`config.mk`:
```
export PLATFORM = sky130hd
export DESIGN_NAME = idc_chain_reader
export DESIGN_NICKNAME = d
export VERILOG_FILES = /design/src/rtl/idc_pkg.sv /design/src/rtl/idc_half_timer.sv /design/src/rtl/idc_bit_sequencer.sv /design/src/rtl/idc_field_decoder.sv /design/src/rtl/idc_chain_reader.sv
export SDC_FILE = /design/constraint.sdc
export NUM_CORES = 1
export LEC_CHECK = 0
export ABC_AREA = 1
export BUFFER_PORTS_ARGS = -buffer_cell sky130_fd_sc_hd__buf_4
export CORE_MARGIN = 2
export CORE_UTILIZATION = 55
export CTS_CLUSTER_SIZE = 24
export DETAILED_ROUTE_END_ITERATION = 8
export PLACE_DENSITY = 0.87
export SLEW_MARGIN = 20
export SYNTH_ARGS = -nofsm -noshare
export SYNTH_HDL_FRONTEND = slang
export SYNTH_SLANG_ARGS = --single-unit
export TNS_END_PERCENT = 100
```
`constraint.sdc`:
```
create_clock -name clk -period 2.3 [get_ports clk]
set_input_delay 0.345 -clock clk [delete_from_list [all_inputs] [get_ports clk]]
set_output_delay 0.345 -clock clk [all_outputs]
set_load 0.05 [all_outputs]
```
`src/rtl/idc_pkg.sv`:
```
package idc_pkg;
  localparam int BYTE_W = 8;
  localparam int ADP_W  = 14;
  localparam int PLG_W  = 15;

  typedef enum logic [1:0] {
    POS_ADP_HI, POS_ADP_LO, POS_PLG_HI, POS_PLG_LO
  } idc_pos_e;

  typedef enum logic [2:0] {
    ST_IDLE, ST_LOAD0, ST_LOAD1, ST_LOW, ST_HIGH, ST_DONE
  } idc_state_e;

  function automatic logic byte_absent(input logic [BYTE_W-1:0] b);
    return &b;
  endfunction

  function automatic logic adp_is_short(input logic [BYTE_W-1:0] b);
    return b[6];
  endfunction

  function automatic logic plg_is_short(input logic [BYTE_W-1:0] b);
    return b[7];
  endfunction

  // True when the byte at this position closes the read.
  function automatic logic byte_is_last(input idc_pos_e p, input logic [BYTE_W-1:0] b);
    case (p)
      POS_ADP_HI: return byte_absent(b);
      POS_ADP_LO: return 1'b0;
      POS_PLG_HI: return byte_absent(b) | plg_is_short(b);
      default:    return 1'b1;
    endcase
  endfunction

  function automatic idc_pos_e next_pos(input idc_pos_e p, input logic [BYTE_W-1:0] b);
    case (p)
      POS_ADP_HI: return adp_is_short(b) ? POS_PLG_HI : POS_ADP_LO;
      POS_ADP_LO: return POS_PLG_HI;
      default:    return POS_PLG_LO;
    endcase
  endfunction
endpackage

```
`src/rtl/idc_half_timer.sv`:
```
module idc_half_timer #(
  parameter int HALF_DIV = 4
) (
  input  logic clk,
  input  logic rst_n,
  input  logic run,
  output logic tick
);
  localparam int CW = (HALF_DIV > 1) ? $clog2(HALF_DIV) : 1;
  localparam logic [CW-1:0] LAST = CW'(HALF_DIV - 1);

  logic [CW-1:0] cnt;

  assign tick = run && (cnt == LAST);

  always_ff @(posedge clk or negedge rst_n) begin
    if (!rst_n)             cnt <= '0;
    else if (!run || tick)  cnt <= '0;
    else                    cnt <= cnt + 1'b1;
  end
endmodule

```
`src/rtl/idc_bit_sequencer.sv`:
```
module idc_bit_sequencer
  import idc_pkg::*;
#(
  parameter int HALF_DIV = 4
) (
  input  logic              clk,
  input  logic              rst_n,
  input  logic              start,
  input  logic              id_sdata,
  input  logic              last_byte,
  output logic              start_acc,
  output logic              byte_done,
  output logic [BYTE_W-1:0] byte_val,
  output logic              id_load_n,
  output logic              id_sclk,
  output logic              done,
  output logic              busy
);
  localparam int BCW = $clog2(BYTE_W + 1);
  localparam logic [BCW-1:0] FULL = BCW'(BYTE_W);

  idc_state_e      state;
  logic [BCW-1:0]  bitcnt;
  logic [BYTE_W-1:0] shreg;
  logic            run, tick;

  assign run = (state == ST_LOAD0) || (state == ST_LOAD1) ||
               (state == ST_LOW)   || (state == ST_HIGH);

  idc_half_timer #(.HALF_DIV(HALF_DIV)) u_timer (
    .clk(clk), .rst_n(rst_n), .run(run), .tick(tick)
  );

  assign start_acc = (state == ST_IDLE) && start;
  assign byte_done = (state == ST_HIGH) && tick && (bitcnt == FULL);
  assign byte_val  = shreg;
  assign id_load_n = !((state == ST_LOAD0) || (state == ST_LOAD1));
  assign id_sclk   = (state == ST_HIGH);
  assign done      = (state == ST_DONE);
  assign busy      = (state != ST_IDLE);

  always_ff @(posedge clk or negedge rst_n) begin
    if (!rst_n) begin
      state  <= ST_IDLE;
      bitcnt <= '0;
      shreg  <= '0;
    end else begin
      case (state)
        ST_IDLE:  if (start) state <= ST_LOAD0;
        ST_LOAD0: if (tick) state <= ST_LOAD1;
        ST_LOAD1: if (tick) begin
          state  <= ST_LOW;
          bitcnt <= '0;
        end
        ST_LOW: if (tick) begin
          shreg  <= {shreg[BYTE_W-2:0], id_sdata};
          bitcnt <= bitcnt + 1'b1;
          state  <= ST_HIGH;
        end
        ST_HIGH: if (tick) begin
          if (bitcnt == FULL) begin
            bitcnt <= '0;
            state  <= last_byte ? ST_DONE : ST_LOW;
          end else begin
            state <= ST_LOW;
          end
        end
        ST_DONE: state <= ST_IDLE;
        default: state <= ST_IDLE;
      endcase
    end
  end
endmodule

```
`src/rtl/idc_field_decoder.sv`:
```
module idc_field_decoder
  import idc_pkg::*;
(
  input  logic              clk,
  input  logic              rst_n,
  input  logic              clear,
  input  logic              byte_done,
  input  logic [BYTE_W-1:0] byte_val,
  output logic              last_byte,
  output logic              adp_present,
  output logic              adp_long,
  output logic [ADP_W-1:0]  adp_id,
  output logic              lid_closed,
  output logic              plg_present,
  output logic              plg_long,
  output logic [PLG_W-1:0]  plg_id
);
  idc_pos_e pos;

  assign last_byte = byte_is_last(pos, byte_val);

  always_ff @(posedge clk or negedge rst_n) begin
    if (!rst_n) begin
      pos <= POS_ADP_HI;
      adp_present <= 1'b0; adp_long <= 1'b0; adp_id <= '0; lid_closed <= 1'b0;
      plg_present <= 1'b0; plg_long <= 1'b0; plg_id <= '0;
    end else if (clear) begin
      pos <= POS_ADP_HI;
      adp_present <= 1'b0; adp_long <= 1'b0; adp_id <= '0; lid_closed <= 1'b0;
      plg_present <= 1'b0; plg_long <= 1'b0; plg_id <= '0;
    end else if (byte_done) begin
      pos <= next_pos(pos, byte_val);
      case (pos)
        POS_ADP_HI: if (!byte_absent(byte_val)) begin
          adp_present <= 1'b1;
          lid_closed  <= byte_val[7];
          adp_long    <= !adp_is_short(byte_val);
          if (adp_is_short(byte_val)) adp_id <= ADP_W'(byte_val[5:0]);
          else                        adp_id <= {byte_val[5:0], 8'h00};
        end
        POS_ADP_LO: adp_id[7:0] <= byte_val;
        POS_PLG_HI: if (!byte_absent(byte_val)) begin
          plg_present <= 1'b1;
          plg_long    <= !plg_is_short(byte_val);
          if (plg_is_short(byte_val)) plg_id <= PLG_W'(byte_val[6:0]);
          else                        plg_id <= {byte_val[6:0], 8'h00};
        end
        default: plg_id[7:0] <= byte_val;
      endcase
    end
  end
endmodule

```
`src/rtl/idc_chain_reader.sv`:
```
module idc_chain_reader
  import idc_pkg::*;
#(
  parameter int HALF_DIV = 4
) (
  input  logic             clk,
  input  logic             rst_n,
  input  logic             start,
  output logic             id_load_n,
  output logic             id_sclk,
  input  logic             id_sdata,
  output logic             done,
  output logic             adp_present,
  output logic             adp_long,
  output logic [ADP_W-1:0] adp_id,
  output logic             lid_closed,
  output logic             plg_present,
  output logic             plg_long,
  output logic [PLG_W-1:0] plg_id
);
  logic              start_acc, byte_done, last_byte, busy;
  logic [BYTE_W-1:0] byte_val;

  idc_bit_sequencer #(.HALF_DIV(HALF_DIV)) u_seq (
    .clk(clk), .rst_n(rst_n), .start(start), .id_sdata(id_sdata),
    .last_byte(last_byte), .start_acc(start_acc), .byte_done(byte_done),
    .byte_val(byte_val), .id_load_n(id_load_n), .id_sclk(id_sclk),
    .done(done), .busy(busy)
  );

  idc_field_decoder u_dec (
    .clk(clk), .rst_n(rst_n), .clear(start_acc), .byte_done(byte_done),
    .byte_val(byte_val), .last_byte(last_byte),
    .adp_present(adp_present), .adp_long(adp_long), .adp_id(adp_id),
    .lid_closed(lid_closed), .plg_present(plg_present),
    .plg_long(plg_long), .plg_id(plg_id)
  );
endmodule


```
==> results of run 1 <==
## state kept, by name, indices dropped and copies added (netlist names)
name and count:
u_dec.plg_id 15, u_dec.adp_id 14, u_seq.byte_val 8, u_seq.bitcnt 4, u_seq.state 3, u_dec.pos 2
u_seq.u_timer.cnt 2, u_dec.adp_long 1, u_dec.adp_present 1, u_dec.lid_closed 1, u_dec.plg_long 1, u_dec.plg_present 1
## area by class of cell
cell class,instances,area share
clock buffer,5,0.02341
inverter,30,0.03831
sequential,53,0.4513
timing repair buffer,42,0.1073
tap,52,0.02214
clock inverter,3,0.02341
multi-input combinational,197,0.3342
## worst paths after layout
check,endpoint,slack (ns),depth (start not counted)
worst min register to register,u_seq.u_timer.cnt[0],0.44,1
max in group asynchronous,u_dec.pos[0],1.81,1
worst max-delay path,u_dec.plg_id[12],0.39,7
min in group clk,u_seq.byte_val[0],0.27,3
worst min-delay path,u_dec.adp_id[4],0.05,1
worst max register to register,u_dec.plg_id[12],0.39,7
## worst max-delay path: cells and delay by family, from the launching register on
family | cells | cell delay [ns]
fa+ha+maj | 1 | 0.15
flops | 1 | 0.41
buf+inv | 1 | 0.10
compound gates | 1 | 0.10
simple gates | 4 | 1.01
## kinds of logic after synthesis
kind of cell,after synthesis,share of synthesized area
xor+xnor,2,0.007137
simple gates,145,0.2686
compound gates,47,0.1091
buf+inv,38,0.05963
fa+ha+maj,3,0.01529
flops,53,0.5403
## report_power, final
group / leakage (nW) / total, mW / switching (mW) / internal (mW)
Combinational: 0.747 / 0.792 / 0.577 / 0.215
Clock: 0.0687 / 0.763 / 0.325 / 0.438
Sequential: 0.726 / 1.13 / 0.0902 / 1.04
## metrics by stage
stage          area (um2)  hold WS, ns  std cells  power (mW)  setup slack [ns]
2_1_floorplan        2455      0.04941        288       1.692            0.4227
3_3_place_gp         2801       0.4103        374       1.899            0.5213
3_5_place_dp         2801       0.4219        374       1.939            0.4409
4_1_cts              2939      0.08178        382       2.694            0.4145
5_1_grt              2939       0.1041        382       2.828            0.2409
6_report             2939      0.05349        382       2.684            0.3936
## layer usage
layer  vias up  track usage  part of all wire
met5         -            0                 0
met4         0      0.08595             0.015
met3         9      0.05556             0.069
met2        87       0.3801              0.49
met1      1034       0.3130              0.42
li1       1045            -                 -
## cell usage after synthesis
master	n	area (um2)
nor2_2	2	12.51
nor3_4	1	16.27
nand3b_1	1	7.510
clkbuf_1	5	18.77
nand4_1	2	12.51
clkinv_1	2	7.510
o211ai_1	6	45.04
xor2_1	2	17.52
inv_1	28	105.1
nand3_1	46	230.2
ha_1	3	37.54
nand2_1	74	277.8
nand3_2	4	40.04
o21ai_0	28	140.1
buf_2	3	15.01
a211oi_1	7	52.55
nor2_1	12	45.04
nand2_2	2	12.51
o21ai_1	1	5.000
dfrtp_1	53	1326
a21oi_1	5	25.02
nor3_1	1	5.000
==> impl_metrics.ini, run 1 <==
[timing]
relSlewSlack = 0.5621
finalHoldViolCount = 0
setup_tns_ns = 0
finalClockSkew_ns = 0.009541
worst_pin_slew_ns = 0.6568
setup-violations-final = 0
max_freq_ghz = 0.5246
min_period_ns = 1.906
maxSlewViolCount = 0
rsz0062_at_grt = false
post-route-period-util = 0.8289

[final_layout]
final_util = 0.6797
drive_gt1_frac = 0.1788
register_area_um2 = 1326
antennaDiodeCount = 0
final_common_cell = nand2_1
multi_input_area_um2 = 982.2
area_growth_pct = 19.72
fin_nets = 336
fillCellCount = 357
layout_common_cells = nand2_1, dfrtp_1, nand3_1, buf_4

[detailed_routing]
wl_mm = 5.547
drt_iter0_markers = 210
vias = 2175
drcViolationCount = 0
vias_per_cell = 5.694
avgRoutedWirePerCell_um = 14.52
dr.pass1.iters = 5
final_antenna_net_count = 0

[die]
core-area_um2 = 4324
dieArea_um2 = 5014
ios = 41
start_util = 0.5677
die_h_um = 70.81
die_w_um = 70.81
core.rowCount = 24

[place]
dp_hpwl_mm = 3.899
port_buffers = 40
gp_congestion = 0.8293

[clocking]
cts-root-buf = clkbuf_8
cts-hold-fix-buffers = 0
cts_tree = built
cts_setup_buffers = 0
cts.path.max_buffers = 2
cts_sinks = 53
cts_buffers = 5
clkLatencyLatePin_ns = 0.32
cts_max_level = 2
clk_pin_slew_ns = 0.11
ctsResizeCount = 0

[worst_setup_path]
endpoint_kind = flip-flop
crit_top_cell = nand3_1
path_cells = inv_1 -> ha_1 -> nand3_1 -> nor3_4 -> nand3_2 -> nand3_1 -> o21ai_0
rr_startpoint = u_seq.bitcnt[0]
crit_path_max_incr_delay_ns = 0.41
crit_fanout = 16
crit_start = u_seq.bitcnt[0]
startpoint_type = flip-flop
worstPathArrival_ns = 2.09
worstSetupPathType = flip-flop to flip-flop
cp.required_ns = 2.49
critical-path-slowest-cell = dfrtp_1

[synth]
synth_cell_types = 22
syn-cell-area_um2 = 2455
synth_area_per_cell_um2 = 8.524
synth.net_count = 295
netlist_instances = 288
synth_seq_area_share = 0.5403
yosysWarnings = 0
synth-seq-cells = 53

[power]
max-vdd-ir-drop_mv = 0.7619
p_leak_nw = 1.541
power.density_nw_per_um2 = 913.3

[run]
drv_cap = 0

[global_route]
grt_pass1_wl_mm = 9.266
overflow = 0
antenna_found_initial = 0
grt_max_degree = 54
grt_pass1_vias = 1942
grt_use_total = 0.2354

[run_status]
outcome = finished clean

[hold_path]
worst_hold_path_type = input pin to async pin
Note: power is estimated with default switching activity, not from simulation.
==> run 2: changes to the inputs <==
--- a/config.mk
+++ b/config.mk
@@ -5,7 +5,7 @@
 export SDC_FILE = /design/constraint.sdc
 export NUM_CORES = 1
 export LEC_CHECK = 0
-export ABC_AREA = 1
+export ABC_AREA = 0
 export BUFFER_PORTS_ARGS = -buffer_cell sky130_fd_sc_hd__buf_4
 export CORE_MARGIN = 2
 export CORE_UTILIZATION = 55
==> constraint.sdc (replaced) <==
create_clock -name clk -period 1.9 [get_ports clk]
set_input_delay 0.285 -clock clk [delete_from_list [all_inputs] [get_ports clk]]
set_output_delay 0.285 -clock clk [all_outputs]
set_load 0.05 [all_outputs]
==> run 2 against run 1 <==
Compared with the run above:
- critical path depth shrank 1
- sequential power grew 19%
- die area shrank 0.63%
- flip-flop and latch count is the same
- clock-buffer cell count is the same
- cell area grew 1.7%
- first-iteration DRC count shrank 15%
- worst hold slack lost 0.053 ns
- global-route usage shrank 1.2 points
- routed wire length shrank 4.8%
- clock skew shrank 0.0048 ns
- critical path type unchanged
==> impl_metrics.ini, run 2 <==
[run_status]
outcome = finished clean

[synth]
synth_top_area_share = 0.5439
synth.net_count = 222
synth_cell_types = 43
synth_top_flop_cell = dfrtp_1
async_reset_ff_frac = 1.000
yosys.area.top_type = dfrtp_1
yosysMostFrequentCell = dfrtp_1
syn-cell-area_um2 = 2439
synth_seq_area_share = 0.5439
synth_area_leaders = dfrtp_1, a22o_1, mux2_2, nand2_1, mux2i_1
synth_area_per_cell_um2 = 11.34
yosysWarnings = 0
synth-seq-cells = 53
synthTopCellsByCount = dfrtp_1, nand2_1, a22o_1
netlist_instances = 215
synth_edf_count = 0

[clocking]
clk_pin_slew_ns = 0.09
cts_sinks = 53
clkLatencyLatePin_ns = 0.31
cts_max_level = 2
cts_tree = built
cts_buffers = 5
cts.path.max_buffers = 2
cts-root-buf = clkbuf_8

[worst_setup_path]
worstSetupPathType = flip-flop to flip-flop
crit_fanout = 8
crit_buf_inv = 1
endpoint_kind = flip-flop
critical-path-slowest-cell = dfrtp_1
cp_top_family = compound AO/OA/AOI/OAI gates
r2r_cells = 6
rr_startpoint = u_seq.u_timer.cnt[0]
worstPathArrival_ns = 1.99
crit_path_max_incr_delay_ns = 0.36
critical_path_cell_count = 6
critPathCapture = u_dec.plg_id[9]
crit_start = u_seq.u_timer.cnt[0]
path_cells = ha_1 -> and4b_1 -> o2111a_1 -> nor2_1 -> buf_4 -> a22o_1
regToRegSetupSlack_ns = 0.10
r2r_end = u_dec.plg_id[9]
cp.required_ns = 2.10
startpoint_type = flip-flop

[timing]
worst_pin_slew_ns = 0.6453
holdWs_ns = 0.0001720
maxSlewViolCount = 0
finalClockSkew_ns = 0.004698
min_period_ns = 1.796
rsz0062_at_grt = false
setup_tns_ns = 0
post-route-period-util = 0.9454
setup-violations-final = 0
relSlewSlack = 0.5698
finalHoldViolCount = 0
max_freq_ghz = 0.5567

[die]
die_h_um = 70.59
core-area_um2 = 4324
start_util = 0.5639
die_w_um = 70.59
core.rowCount = 24
ios = 41
dieArea_um2 = 4982

[detailed_routing]
final_antenna_net_count = 0
drt_iter0_markers = 178
dr.pass1.iters = 4
wl_mm = 5.282
avgRoutedWirePerCell_um = 16.51
drcViolationCount = 0
vias_per_cell = 5.838
vias = 1868

[final_layout]
final_common_cell = buf_4
layout_common_cells = buf_4, dfrtp_1, nand2_1, a22o_1
area_growth_pct = 22.63
fillCellCount = 316
fin_nets = 274
largest_register = u_dec.plg_id
largest_reg_flops = 15
drive_gt1_frac = 0.3209
antennaDiodeCount = 0
final_util = 0.6916

[power]
power.density_nw_per_um2 = 1036
max-vdd-ir-drop_mv = 0.6270
p_leak_nw = 1.461

[global_route]
antenna_found_initial = 0
grt_max_degree = 54
grt_pass1_vias = 1819
grt_use_total = 0.2238
grt_pass1_wl_mm = 8.763
overflow = 0

[place]
port_buffers = 40
dp_hpwl_mm = 3.724
gp_congestion = 0.8079

[hold_path]
worst_hold_path_type = input pin to async pin

[run]
drv_cap = 0
## run 2: per-stage QoR
step	instances	power, mW	setup WS [ns]	cell area [um2]
after floorplan	215	2.001	0.1595	2439
after global placement	312	2.306	0.08053	2863
after detailed placement	312	2.342	0.05570	2863
after CTS	320	3.099	0.02507	2978
after global routing	320	3.255	0.007333	2990
final	320	3.097	0.1038	2990
## run 2: metal layers
metal | GRT usage | up-vias | wire length, um | share of wire
met1 | 0.3075 | 944 | 2184 | 0.41
met2 | 0.3700 | 52 | 2733 | 0.52
met3 | 0.03989 | 5 | 303 | 0.057
li1 | - | 867 | - | -
met5 | 0 | - | 0 | 0
met4 | 0.06709 | 0 | 60 | 0.011
## run 2: timing repair
item	4_1_cts	5_1_grt
hold buffers	0	0
resized for setup	0	5
hold endpoints to repair	0	0
setup endpoints to repair	0	11
buffers inserted	0	0
## run 2: worst min path at each step
stage / start / end / slack, ns / cells after the start
finish: rst_n / u_dec.plg_id[10] / 0.0002 / 1
global route: rst_n / u_dec.plg_long / 0.06 / 1
CTS: rst_n / u_dec.plg_long / 0.03 / 1
detailed placement: rst_n / u_dec.plg_id[10] / 0.36 / 1
global placement: rst_n / u_dec.plg_id[10] / 0.35 / 1
floorplan: rst_n / u_dec.adp_id[0] / -0.01 / 0
## run 2: report_power, final
part           total, mW  switching [mW]  internal [mW]
registers           1.35           0.103           1.24
logic              0.981           0.581          0.400
clock network      0.769           0.374          0.395
total               3.10            1.06           2.04
## run 2: area by class of cell
cell class / instances / area, um2 / area share
repair buffers: 56 / 420.4 / 0.1406
clock inverters: 3 / 46.29 / 0.01548
flip-flops and latches: 53 / 1326 / 0.4435
inverters: 9 / 38.79 / 0.01297
multi-input cells: 142 / 1025 / 0.3427
clock buffers: 5 / 68.82 / 0.02301
well taps: 52 / 65.06 / 0.02176
## run 2: worst reg2reg max path: stages, from the launching register on
cell	delay, ns
dfrtp_1	0.36
ha_1	0.27
and4b_1	0.34
o2111a_1	0.27
nor2_1	0.06
buf_4	0.16
a22o_1	0.23
## run 2: cells by family (layout without fill, tap and decap cells)
| family | Yosys count | count (layout) | synth area share |
|---|---|---|---|
| flip-flops | 53 | 53 | 0.5439 |
| XOR/XNOR | 1 | 1 | 0.003592 |
| AND/OR/NAND/NOR | 72 | 72 | 0.1678 |
| AO/OA/AOI/OAI | 50 | 50 | 0.1580 |
| buffers and inverters | 20 | 73 | 0.04105 |
| adder cells (fa/ha/maj) | 3 | 3 | 0.01539 |
| multiplexers | 16 | 16 | 0.07029 |
